**src/rtl/rate_search_pkg.sv**
```systemverilog
package rate_search_pkg;

    typedef enum logic [1:0] {
        ST_IDLE,
        ST_ISSUE,
        ST_WAIT,
        ST_FIN
    } eng_state_e;

    typedef enum logic [1:0] {
        PH_PRE,
        PH_DEC,
        PH_CAND
    } eng_phase_e;

endpackage

```
**src/rtl/rse_divider.sv**
```systemverilog
module rse_divider #(
    parameter int W = 32
) (
    input  logic         clk_i,
    input  logic         rst_ni,
    input  logic         go_i,
    input  logic [W-1:0] dvd_i,
    input  logic [W-1:0] dvs_i,
    output logic         done_o,
    output logic         dz_o,
    output logic [W-1:0] quo_o
);
    localparam int CW = (W > 1) ? $clog2(W) : 1;
    localparam logic [CW-1:0] LAST = CW'(W - 1);

    typedef struct packed {
        logic         busy;
        logic [CW-1:0] cnt;
        logic [W-1:0] rem;
        logic [W-1:0] quo;
        logic [W-1:0] dvs;
        logic [W-1:0] dvd;
        logic         done;
        logic         dz;
    } div_regs_t;

    div_regs_t div_d, div_q;
    logic [W:0] trial;

    always_comb begin
        div_d      = div_q;
        div_d.done = 1'b0;
        trial      = {div_q.rem, div_q.quo[W-1]};
        if (go_i && !div_q.busy) begin
            div_d.dvd = dvd_i;
            div_d.dvs = dvs_i;
            div_d.rem = '0;
            div_d.cnt = '0;
            if (dvs_i == '0) begin
                div_d.dz   = 1'b1;
                div_d.done = 1'b1;
                div_d.quo  = '0;
            end else begin
                div_d.dz   = 1'b0;
                div_d.busy = 1'b1;
                div_d.quo  = dvd_i;
            end
        end else if (div_q.busy) begin
            if (trial >= {1'b0, div_q.dvs}) begin
                div_d.rem = W'(trial - {1'b0, div_q.dvs});
                div_d.quo = {div_q.quo[W-2:0], 1'b1};
            end else begin
                div_d.rem = trial[W-1:0];
                div_d.quo = {div_q.quo[W-2:0], 1'b0};
            end
            div_d.cnt = div_q.cnt + 1'b1;
            if (div_q.cnt == LAST) begin
                div_d.busy = 1'b0;
                div_d.done = 1'b1;
            end
        end
    end

    always_ff @(posedge clk_i or negedge rst_ni) begin
        if (!rst_ni) div_q <= '0;
        else         div_q <= div_d;
    end

    assign done_o = div_q.done;
    assign dz_o   = div_q.dz;
    assign quo_o  = div_q.quo;

    logic [2*W-1:0] chk_prod;
    assign chk_prod = {{W{1'b0}}, div_q.quo} * {{W{1'b0}}, div_q.dvs};

    assert_quotient_exact_R1: assert property (@(posedge clk_i) disable iff (!rst_ni)
        (done_o && !dz_o) |-> (chk_prod <= {{W{1'b0}}, div_q.dvd}) &&
                              (({{W{1'b0}}, div_q.dvd} - chk_prod) < {{W{1'b0}}, div_q.dvs}));

    assert_zero_divisor_flag_R8: assert property (@(posedge clk_i) disable iff (!rst_ni)
        (done_o && dz_o) |-> (div_q.dvs == '0));

endmodule

```
**src/rtl/rse_best_keeper.sv**
```systemverilog
module rse_best_keeper #(
    parameter int RATE_W = 32,
    parameter int CODE_W = 3
) (
    input  logic              clk_i,
    input  logic              rst_ni,
    input  logic              clr_i,
    input  logic              upd_i,
    input  logic [RATE_W-1:0] target_i,
    input  logic [RATE_W-1:0] cand_rate_i,
    input  logic [CODE_W-1:0] cand_m_i,
    input  logic [CODE_W-1:0] cand_n_i,
    output logic [RATE_W-1:0] best_rate_o,
    output logic [CODE_W-1:0] best_m_o,
    output logic [CODE_W-1:0] best_n_o
);
    typedef struct packed {
        logic [RATE_W-1:0] rate;
        logic [CODE_W-1:0] m;
        logic [CODE_W-1:0] n;
    } best_t;

    best_t best_d, best_q;
    logic              fits;
    logic [RATE_W-1:0] dist_cand, dist_best;

    always_comb begin
        best_d    = best_q;
        fits      = (cand_rate_i <= target_i);
        dist_cand = target_i - cand_rate_i;
        dist_best = target_i - best_q.rate;
        if (clr_i) begin
            best_d = '0;
        end else if (upd_i && fits && (dist_cand < dist_best)) begin
            best_d.rate = cand_rate_i;
            best_d.m    = cand_m_i;
            best_d.n    = cand_n_i;
        end
    end

    always_ff @(posedge clk_i or negedge rst_ni) begin
        if (!rst_ni) best_q <= '0;
        else         best_q <= best_d;
    end

    assign best_rate_o = best_q.rate;
    assign best_m_o    = best_q.m;
    assign best_n_o    = best_q.n;

    assert_best_not_above_R3: assert property (@(posedge clk_i) disable iff (!rst_ni)
        !clr_i |-> (best_q.rate <= target_i));

    assert_best_never_drops_R4: assert property (@(posedge clk_i) disable iff (!rst_ni)
        !clr_i |=> (best_q.rate >= $past(best_q.rate)));

    assert_tie_keeps_first_R4: assert property (@(posedge clk_i) disable iff (!rst_ni)
        (upd_i && !clr_i && cand_rate_i == best_q.rate) |=> $stable(best_q));

endmodule

```
**src/rtl/rate_search_engine.sv**
```systemverilog
module rate_search_engine
    import rate_search_pkg::*;
#(
    parameter int RATE_W  = 32,
    parameter int PRE_W   = 8,
    parameter int OFF_W   = 8,
    parameter int CODE_W  = 3,
    parameter int DEC_DIV = 10
) (
    input  logic              clk_i,
    input  logic              rst_ni,
    input  logic              start_i,
    input  logic [RATE_W-1:0] parent_rate_i,
    input  logic [RATE_W-1:0] target_rate_i,
    input  logic [PRE_W-1:0]  prediv_i,
    input  logic [OFF_W-1:0]  m_offset_i,
    output logic [CODE_W-1:0] m_code_o,
    output logic [CODE_W-1:0] n_code_o,
    output logic [RATE_W-1:0] rate_o,
    output logic              done_o,
    output logic              err_o
);
    localparam logic [CODE_W-1:0] CODE_MAX = {CODE_W{1'b1}};

    typedef struct packed {
        eng_state_e        st;
        eng_phase_e        ph;
        logic [CODE_W-1:0] m;
        logic [CODE_W-1:0] n;
        logic [RATE_W-1:0] parent;
        logic [RATE_W-1:0] target;
        logic [PRE_W-1:0]  pre;
        logic [OFF_W-1:0]  off;
        logic [RATE_W-1:0] base;
        logic              err;
    } eng_regs_t;

    eng_regs_t eng_d, eng_q;

    logic              div_go, div_done, div_dz;
    logic [RATE_W-1:0] div_dvd, div_dvs, div_quo;
    logic              keep_clr, keep_upd;

    always_comb begin
        eng_d    = eng_q;
        div_go   = 1'b0;
        div_dvd  = '0;
        div_dvs  = '0;
        keep_clr = 1'b0;
        keep_upd = 1'b0;
        unique case (eng_q.st)
            ST_IDLE: begin
                if (start_i) begin
                    eng_d.parent = parent_rate_i;
                    eng_d.target = target_rate_i;
                    eng_d.pre    = prediv_i;
                    eng_d.off    = m_offset_i;
                    eng_d.err    = 1'b0;
                    eng_d.ph     = PH_PRE;
                    eng_d.st     = ST_ISSUE;
                    keep_clr     = 1'b1;
                end
            end
            ST_ISSUE: begin
                div_go = 1'b1;
                unique case (eng_q.ph)
                    PH_PRE: begin
                        div_dvd = eng_q.parent;
                        div_dvs = RATE_W'(eng_q.pre);
                    end
                    PH_DEC: begin
                        div_dvd = eng_q.base;
                        div_dvs = RATE_W'(DEC_DIV);
                    end
                    default: begin
                        div_dvd = eng_q.base >> eng_q.n;
                        div_dvs = RATE_W'(eng_q.off) + RATE_W'(eng_q.m);
                    end
                endcase
                eng_d.st = ST_WAIT;
            end
            ST_WAIT: begin
                if (div_done) begin
                    unique case (eng_q.ph)
                        PH_PRE: begin
                            if (div_dz) begin
                                eng_d.err = 1'b1;
                                eng_d.st  = ST_FIN;
                            end else begin
                                eng_d.base = div_quo;
                                eng_d.ph   = PH_DEC;
                                eng_d.st   = ST_ISSUE;
                            end
                        end
                        PH_DEC: begin
                            eng_d.base = div_quo;
                            eng_d.ph   = PH_CAND;
                            eng_d.m    = '0;
                            eng_d.n    = '0;
                            eng_d.st   = ST_ISSUE;
                        end
                        default: begin
                            if (div_dz) eng_d.err = 1'b1;
                            else        keep_upd  = 1'b1;
                            if (eng_q.m == CODE_MAX && eng_q.n == CODE_MAX) begin
                                eng_d.st = ST_FIN;
                            end else begin
                                if (eng_q.n == CODE_MAX) begin
                                    eng_d.n = '0;
                                    eng_d.m = eng_q.m + 1'b1;
                                end else begin
                                    eng_d.n = eng_q.n + 1'b1;
                                end
                                eng_d.st = ST_ISSUE;
                            end
                        end
                    endcase
                end
            end
            default: begin
                eng_d.st = ST_IDLE;
            end
        endcase
    end

    always_ff @(posedge clk_i or negedge rst_ni) begin
        if (!rst_ni) begin
            eng_q    <= '0;
            eng_q.st <= ST_IDLE;
            eng_q.ph <= PH_PRE;
        end else begin
            eng_q <= eng_d;
        end
    end

    rse_divider #(.W(RATE_W)) u_div (
        .clk_i  (clk_i),
        .rst_ni (rst_ni),
        .go_i   (div_go),
        .dvd_i  (div_dvd),
        .dvs_i  (div_dvs),
        .done_o (div_done),
        .dz_o   (div_dz),
        .quo_o  (div_quo)
    );

    rse_best_keeper #(.RATE_W(RATE_W), .CODE_W(CODE_W)) u_keep (
        .clk_i       (clk_i),
        .rst_ni      (rst_ni),
        .clr_i       (keep_clr),
        .upd_i       (keep_upd),
        .target_i    (eng_q.target),
        .cand_rate_i (div_quo),
        .cand_m_i    (eng_q.m),
        .cand_n_i    (eng_q.n),
        .best_rate_o (rate_o),
        .best_m_o    (m_code_o),
        .best_n_o    (n_code_o)
    );

    assign done_o = (eng_q.st == ST_FIN);
    assign err_o  = eng_q.err;

    assert_done_single_R7: assert property (@(posedge clk_i) disable iff (!rst_ni)
        done_o |=> !done_o);

    assert_ops_held_R6: assert property (@(posedge clk_i) disable iff (!rst_ni)
        (eng_q.st != ST_IDLE) |=> $stable(eng_q.target) && $stable(eng_q.off));

    assert_err_cause_R10: assert property (@(posedge clk_i) disable iff (!rst_ni)
        (done_o && err_o) |-> (eng_q.pre == '0 || eng_q.off == '0));

    assert_prediv_zero_R8: assert property (@(posedge clk_i) disable iff (!rst_ni)
        (done_o && eng_q.pre == '0) |-> (err_o && rate_o == '0));

    assert_grid_step_R2: assert property (@(posedge clk_i) disable iff (!rst_ni)
        (eng_q.st == ST_WAIT && eng_q.ph == PH_CAND && div_done && eng_q.n != CODE_MAX)
        |=> (eng_q.n == $past(eng_q.n) + 1'b1) && $stable(eng_q.m));

endmodule

```
**config.mk**
```make
export PLATFORM = sky130hd
export DESIGN_NAME = rate_search_engine
export DESIGN_NICKNAME = d
export VERILOG_FILES = /design/src/rtl/rate_search_pkg.sv /design/src/rtl/rse_divider.sv /design/src/rtl/rse_best_keeper.sv /design/src/rtl/rate_search_engine.sv
export SDC_FILE = /design/constraint.sdc
export NUM_CORES = 1
export LEC_CHECK = 0
export BUFFER_PORTS_ARGS = -buffer_cell sky130_fd_sc_hd__buf_2
export CAP_MARGIN = 20
export CELL_PAD_IN_SITES_DETAIL_PLACEMENT = 1
export CELL_PAD_IN_SITES_GLOBAL_PLACEMENT = 2
export CORE_ASPECT_RATIO = 1.25
export CORE_MARGIN = 2
export CORE_UTILIZATION = 38
export CTS_CLUSTER_DIAMETER = 150
export DETAILED_ROUTE_END_ITERATION = 7
export GPL_ROUTABILITY_DRIVEN = 0
export PLACE_DENSITY = 0.84
export SYNTH_ARGS = -nofsm -noshare
export SYNTH_HDL_FRONTEND = slang
export SYNTH_SLANG_ARGS = --single-unit
```
**constraint.sdc**
```tcl
create_clock -name clk_i -period 5.1 [get_ports clk_i]
set_clock_uncertainty 0.1 [all_clocks]
set_input_delay 0.51 -clock clk_i [delete_from_list [all_inputs] [get_ports clk_i]]
set_output_delay 0.51 -clock clk_i [all_outputs]
set_load 0.02 [all_outputs]
```
==> out/summary.log <==
qor: critical_path.reg2regPathDepth 22
qor: synth.syn_area_per_cell 8.613 sq um
qor: sta.timing_max_transition_violations_final 0
qor: grt.first_global_vias 15064
qor: clock_tree.cts_max_path_buffers 3
qor: detailed_routing.antenna_violating_nets_post_route 0
qor: cells_and_area.multi_input_comb_area 9757 sq um
qor: detailed_routing.avgRoutedWirePerCell 19.19 um
qor: detailed_routing.drt-total-wl 49630 um
qor: detailed_routing.drt_drc_violations_left 0
qor: critical_path.endpoint u_keep.best_rate_o[10]
qor: grt.globalRoute.totalOverflow 0
qor: floorplanning.initial_core_util 38.24%
qor: critical_path.critical_path.cell_chain inv_1, ha_2, a21o_4, a21oi_1, o22ai_1, a2111o_1, a41o_1, buf_4, a21boi_4, a21oi_1, a221o_1, a21oi_1, xnor2_1, ha_1, nand4_1, nor2_1, a21oi_1, o211a_1, o221ai_4, buf_12, buf_12, mux2i_1
qor: critical_path.crit_buf_inv 4
qor: floorplanning.std_cell_rows 85
qor: hold_path.min_delay_path_depth 3
qor: critical_path.worst_reg2reg_path_startpoint u_keep.best_rate_o[4]
qor: placement.dpl.cell_count 2524
qor: run_status.status completed
qor: clock_tree.clk_transition_reported_paths 0.06 ns
qor: grt.antenna_found_initial 0
qor: cells_and_area.finalNonFillerCells 2587
qor: job.max-cap-violations 0
qor: critical_path.cpMostUsedCell sky130_fd_sc_hd__a21oi_1
qor: floorplanning.design.die.area 44820 sq um
qor: sta.final.setup.tns 0 ns
qor: clock_tree.h-tree-depth 1
qor: placement.detailed_place_hpwl 36500 um
qor: detailed_routing.detail_route.first_pass.iterations 4
qor: synth.synth_sequential_area_ratio 36.95%
qor: floorplanning.top_level_ports 123
qor: synth.synth-warning-count 0
qor: cells_and_area.sequential_cell_area 6062 sq um
qor: floorplanning.floorplan.die.height 236.2 um
qor: hold_path.min-delay-path-class in2reg
qor: detailed_routing.routed_via_density 5.444
qor: sta.holdWs 0.02404 ns
qor: power.p_leak 9.528 nW
qor: detailed_routing.via_count 14083
qor: sta.final.min_clock_period 4.901 ns
qor: clock_tree.cts-buffers-inserted 28
qor: sta.setup_slack 0.1993 ns
qor: synth.gate_count_after_technology_mapping 1903
qor: synth.syn-cell-area 16390 sq um
qor: critical_path.cp-startpoint u_keep.best_rate_o[4]
qor: grt.maximum_number_of_pins_on_one_net_before_global_route_repair 118
qor: sta.slew_headroom 33.27%
qor: critical_path.worstSetupEndpointType flip-flop
qor: cells_and_area.final_layout_size_suffix_gt1_share 13.30%
qor: critical_path.critPathMaxStageDelay 0.46 ns
qor: power.vdd_ir_drop_max 262.2 uV
qor: floorplanning.core-area 42860 sq um
qor: floorplanning.die_w 189.8 um
qor: critical_path.critical_path.max_fanout 17
qor: synth.yosys_register_bits 242
qor: grt.grt.total_usage 22.11%
qor: critical_path.critical_path_required 5.49 ns
qor: cells_and_area.num_antenna_cells 0
qor: critical_path.worstPathArrival 5.29 ns
qor: clock_tree.number_of_clock_sinks_seen_by_cts 242
qor: power.power_per_cell_area 224.7 nW/um^2
qor: cells_and_area.num-nets-final 2200
qor: sta.final_hold_viol_count 0
qor: critical_path.r2r_setup_slack 0.20 ns
qor: critical_path.stages_on_the_worst_setup_path 22
qor: placement.port_buffers 122
qor: clock_tree.clk_root_buffer_cell sky130_fd_sc_hd__clkbuf_16
qor: grt.grt_first_pass_wirelength 80320 um
qor: critical_path.worstReg2RegEnd u_keep.best_rate_o[10]
qor: synth.synthDistinctLibCells 75
qor: critical_path.cp_slowest_cell sky130_fd_sc_hd__a2111o_1
qor: clock_tree.clock_tree_from_tritoncts yes
qor: detailed_routing.drt_iter0_markers 558
qor: placement.post-place-ws -0.1679 ns
qor: sta.max_slew.worst_pin.slew 1.001 ns
qor: cells_and_area.fillers 5061
qor: cells_and_area.final_core_utilization 44.27%
qor: sta.crit_share_post_route 96.09%
qor: power.report.power.total 4.264 mW
qor: synth.ys.flop_type sky130_fd_sc_hd__dfrtp_1
qor: critical_path.startpoint_type flip-flop
qor: critical_path.worst-setup-path-type reg2reg
qor: placement.dpl-instance-area 17650 sq um
qor: cells_and_area.layout-area-overhead-vs-synth 15.77%
qor: synth.async_reset_ff_share 100.0%
qor: sta.finalSetupViolCount 0
qor: synth.synth_enable_flop_cells 0
qor: clock_tree.worst_skew_pair.late_latency 0.58 ns
qor: cells_and_area.finalInstanceArea 18980 sq um
qor: synth.mappedNetlistNets 2102
qor: sta.maxClockFrequency 204.1 MHz
qor: critical_path.crit_family compound AO/OA/AOI/OAI gates
Yosys cell counts (18+ instances only):
master | instances | area [sq um]
sky130_fd_sc_hd__a2111oi_0 | 26 | 227.7
sky130_fd_sc_hd__a211oi_1 | 67 | 503.0
sky130_fd_sc_hd__a21o_1 | 44 | 330.3
sky130_fd_sc_hd__a21oi_1 | 112 | 560.5
sky130_fd_sc_hd__clkbuf_1 | 73 | 274.0
sky130_fd_sc_hd__dfrtp_1 | 242 | 6056
sky130_fd_sc_hd__ha_1 | 112 | 1401
sky130_fd_sc_hd__inv_1 | 98 | 367.9
sky130_fd_sc_hd__mux2i_1 | 122 | 1221
sky130_fd_sc_hd__nand2_1 | 414 | 1554
sky130_fd_sc_hd__nand2b_1 | 19 | 118.9
sky130_fd_sc_hd__nand3_1 | 29 | 145.1
sky130_fd_sc_hd__nor2_1 | 81 | 304.0
sky130_fd_sc_hd__nor2b_1 | 43 | 269.0
sky130_fd_sc_hd__nor3_1 | 21 | 105.1
sky130_fd_sc_hd__o21a_1 | 18 | 135.1
sky130_fd_sc_hd__o21ai_0 | 107 | 535.5
sky130_fd_sc_hd__xnor2_1 | 51 | 446.7
sky130_fd_sc_hd__xor2_1 | 37 | 324.1
power breakdown:
group	internal, mW	leakage, nW	switching (mW)
Clock	1.40	0.506	0.873
Sequential	1.92	3.16	0
Combinational	0.0266	5.87	0.0473
Total	3.34	9.53	0.920
worst min-delay path by stage:
stage | endpoint | startpoint | slack, ns
floorplan | eng_q[100] | rst_ni | 0.11
global placement | eng_q[87] | eng_q[87] | 0.35
detailed placement | eng_q[91] | eng_q[91] | 0.36
CTS | eng_q[59] | target_rate_i[10] | 0.0002
global route | eng_q[89] | parent_rate_i[8] | 0.02
finish | eng_q[92] | parent_rate_i[11] | 0.02
placed cells by master (no fill, tap or decap), types with 51 or more instances in the layout:
master	netlist	layout
sky130_fd_sc_hd__a211oi_1	67	63
sky130_fd_sc_hd__a21oi_1	112	107
sky130_fd_sc_hd__buf_2	7	121
sky130_fd_sc_hd__dfrtp_1	242	239
sky130_fd_sc_hd__ha_1	112	110
sky130_fd_sc_hd__inv_1	98	98
sky130_fd_sc_hd__mux2i_1	122	122
sky130_fd_sc_hd__nand2_1	414	412
sky130_fd_sc_hd__nor2_1	81	81
sky130_fd_sc_hd__o21ai_0	107	104
sky130_fd_sc_hd__xnor2_1	51	51
state kept, by name (all words and copies together), names as in the netlist:
name / count
u_div.dz_o: 1
u_keep.best_m_o: 3
u_keep.best_n_o: 3
err_o: 1
u_div.done_o: 1
u_div.quo_o: 32
u_keep.best_rate_o: 32
u_div.div_q: 47
eng_q: 122
logic make-up after synthesis:
| logic type | Yosys count | synth area share, % |
|---|---|---|
| adders and majority gates | 116 | 9.038 |
| buffers and inverters | 194 | 4.519 |
| xor gates and xnor gates | 88 | 4.702 |
| and+or+nand+nor | 668 | 18.00 |
| DFF | 242 | 36.95 |
| AOI/OAI and AO/OA | 459 | 18.24 |
| muxes | 136 | 8.550 |
layout make-up:
type	instances	share of cell area, %
tap	565	3.725
timing repair buffer	163	5.473
inverter	99	1.958
clock inverter	15	1.312
clock buffer	36	4.167
multi-input combinational	1467	51.42
sequential	242	31.95
tightest hold or removal path, cell delays in order:
cell and delay [ns]:
sky130_fd_sc_hd__buf_2 0.07, sky130_fd_sc_hd__nand2_1 0.04, sky130_fd_sc_hd__nand2_1 0.04
what timing repair did:
| item | 4_1_cts | 5_1_grt |
|---|---|---|
| hold buffers | 3 | 0 |
| cloned | 0 | 2 |
| pin swaps | 1 | 13 |
| setup endpoints to repair | 38 | 38 |
| gates resized for setup | 2 | 27 |
| hold endpoints to repair | 46 | 0 |
| buffers inserted | 0 | 4 |
per-layer routing:
layer	share of wire [%]	global-route usage, %	routed length (um)	vias up
met1	42	26.39	20800	6985
met2	52	41.20	25960	164
met5	0	0	0	-
met4	3.4	7.259	1674	0
li1	-	-	-	6861
met3	2.4	2.187	1202	73
No activity file was read; power rests on OpenSTA's default activity.
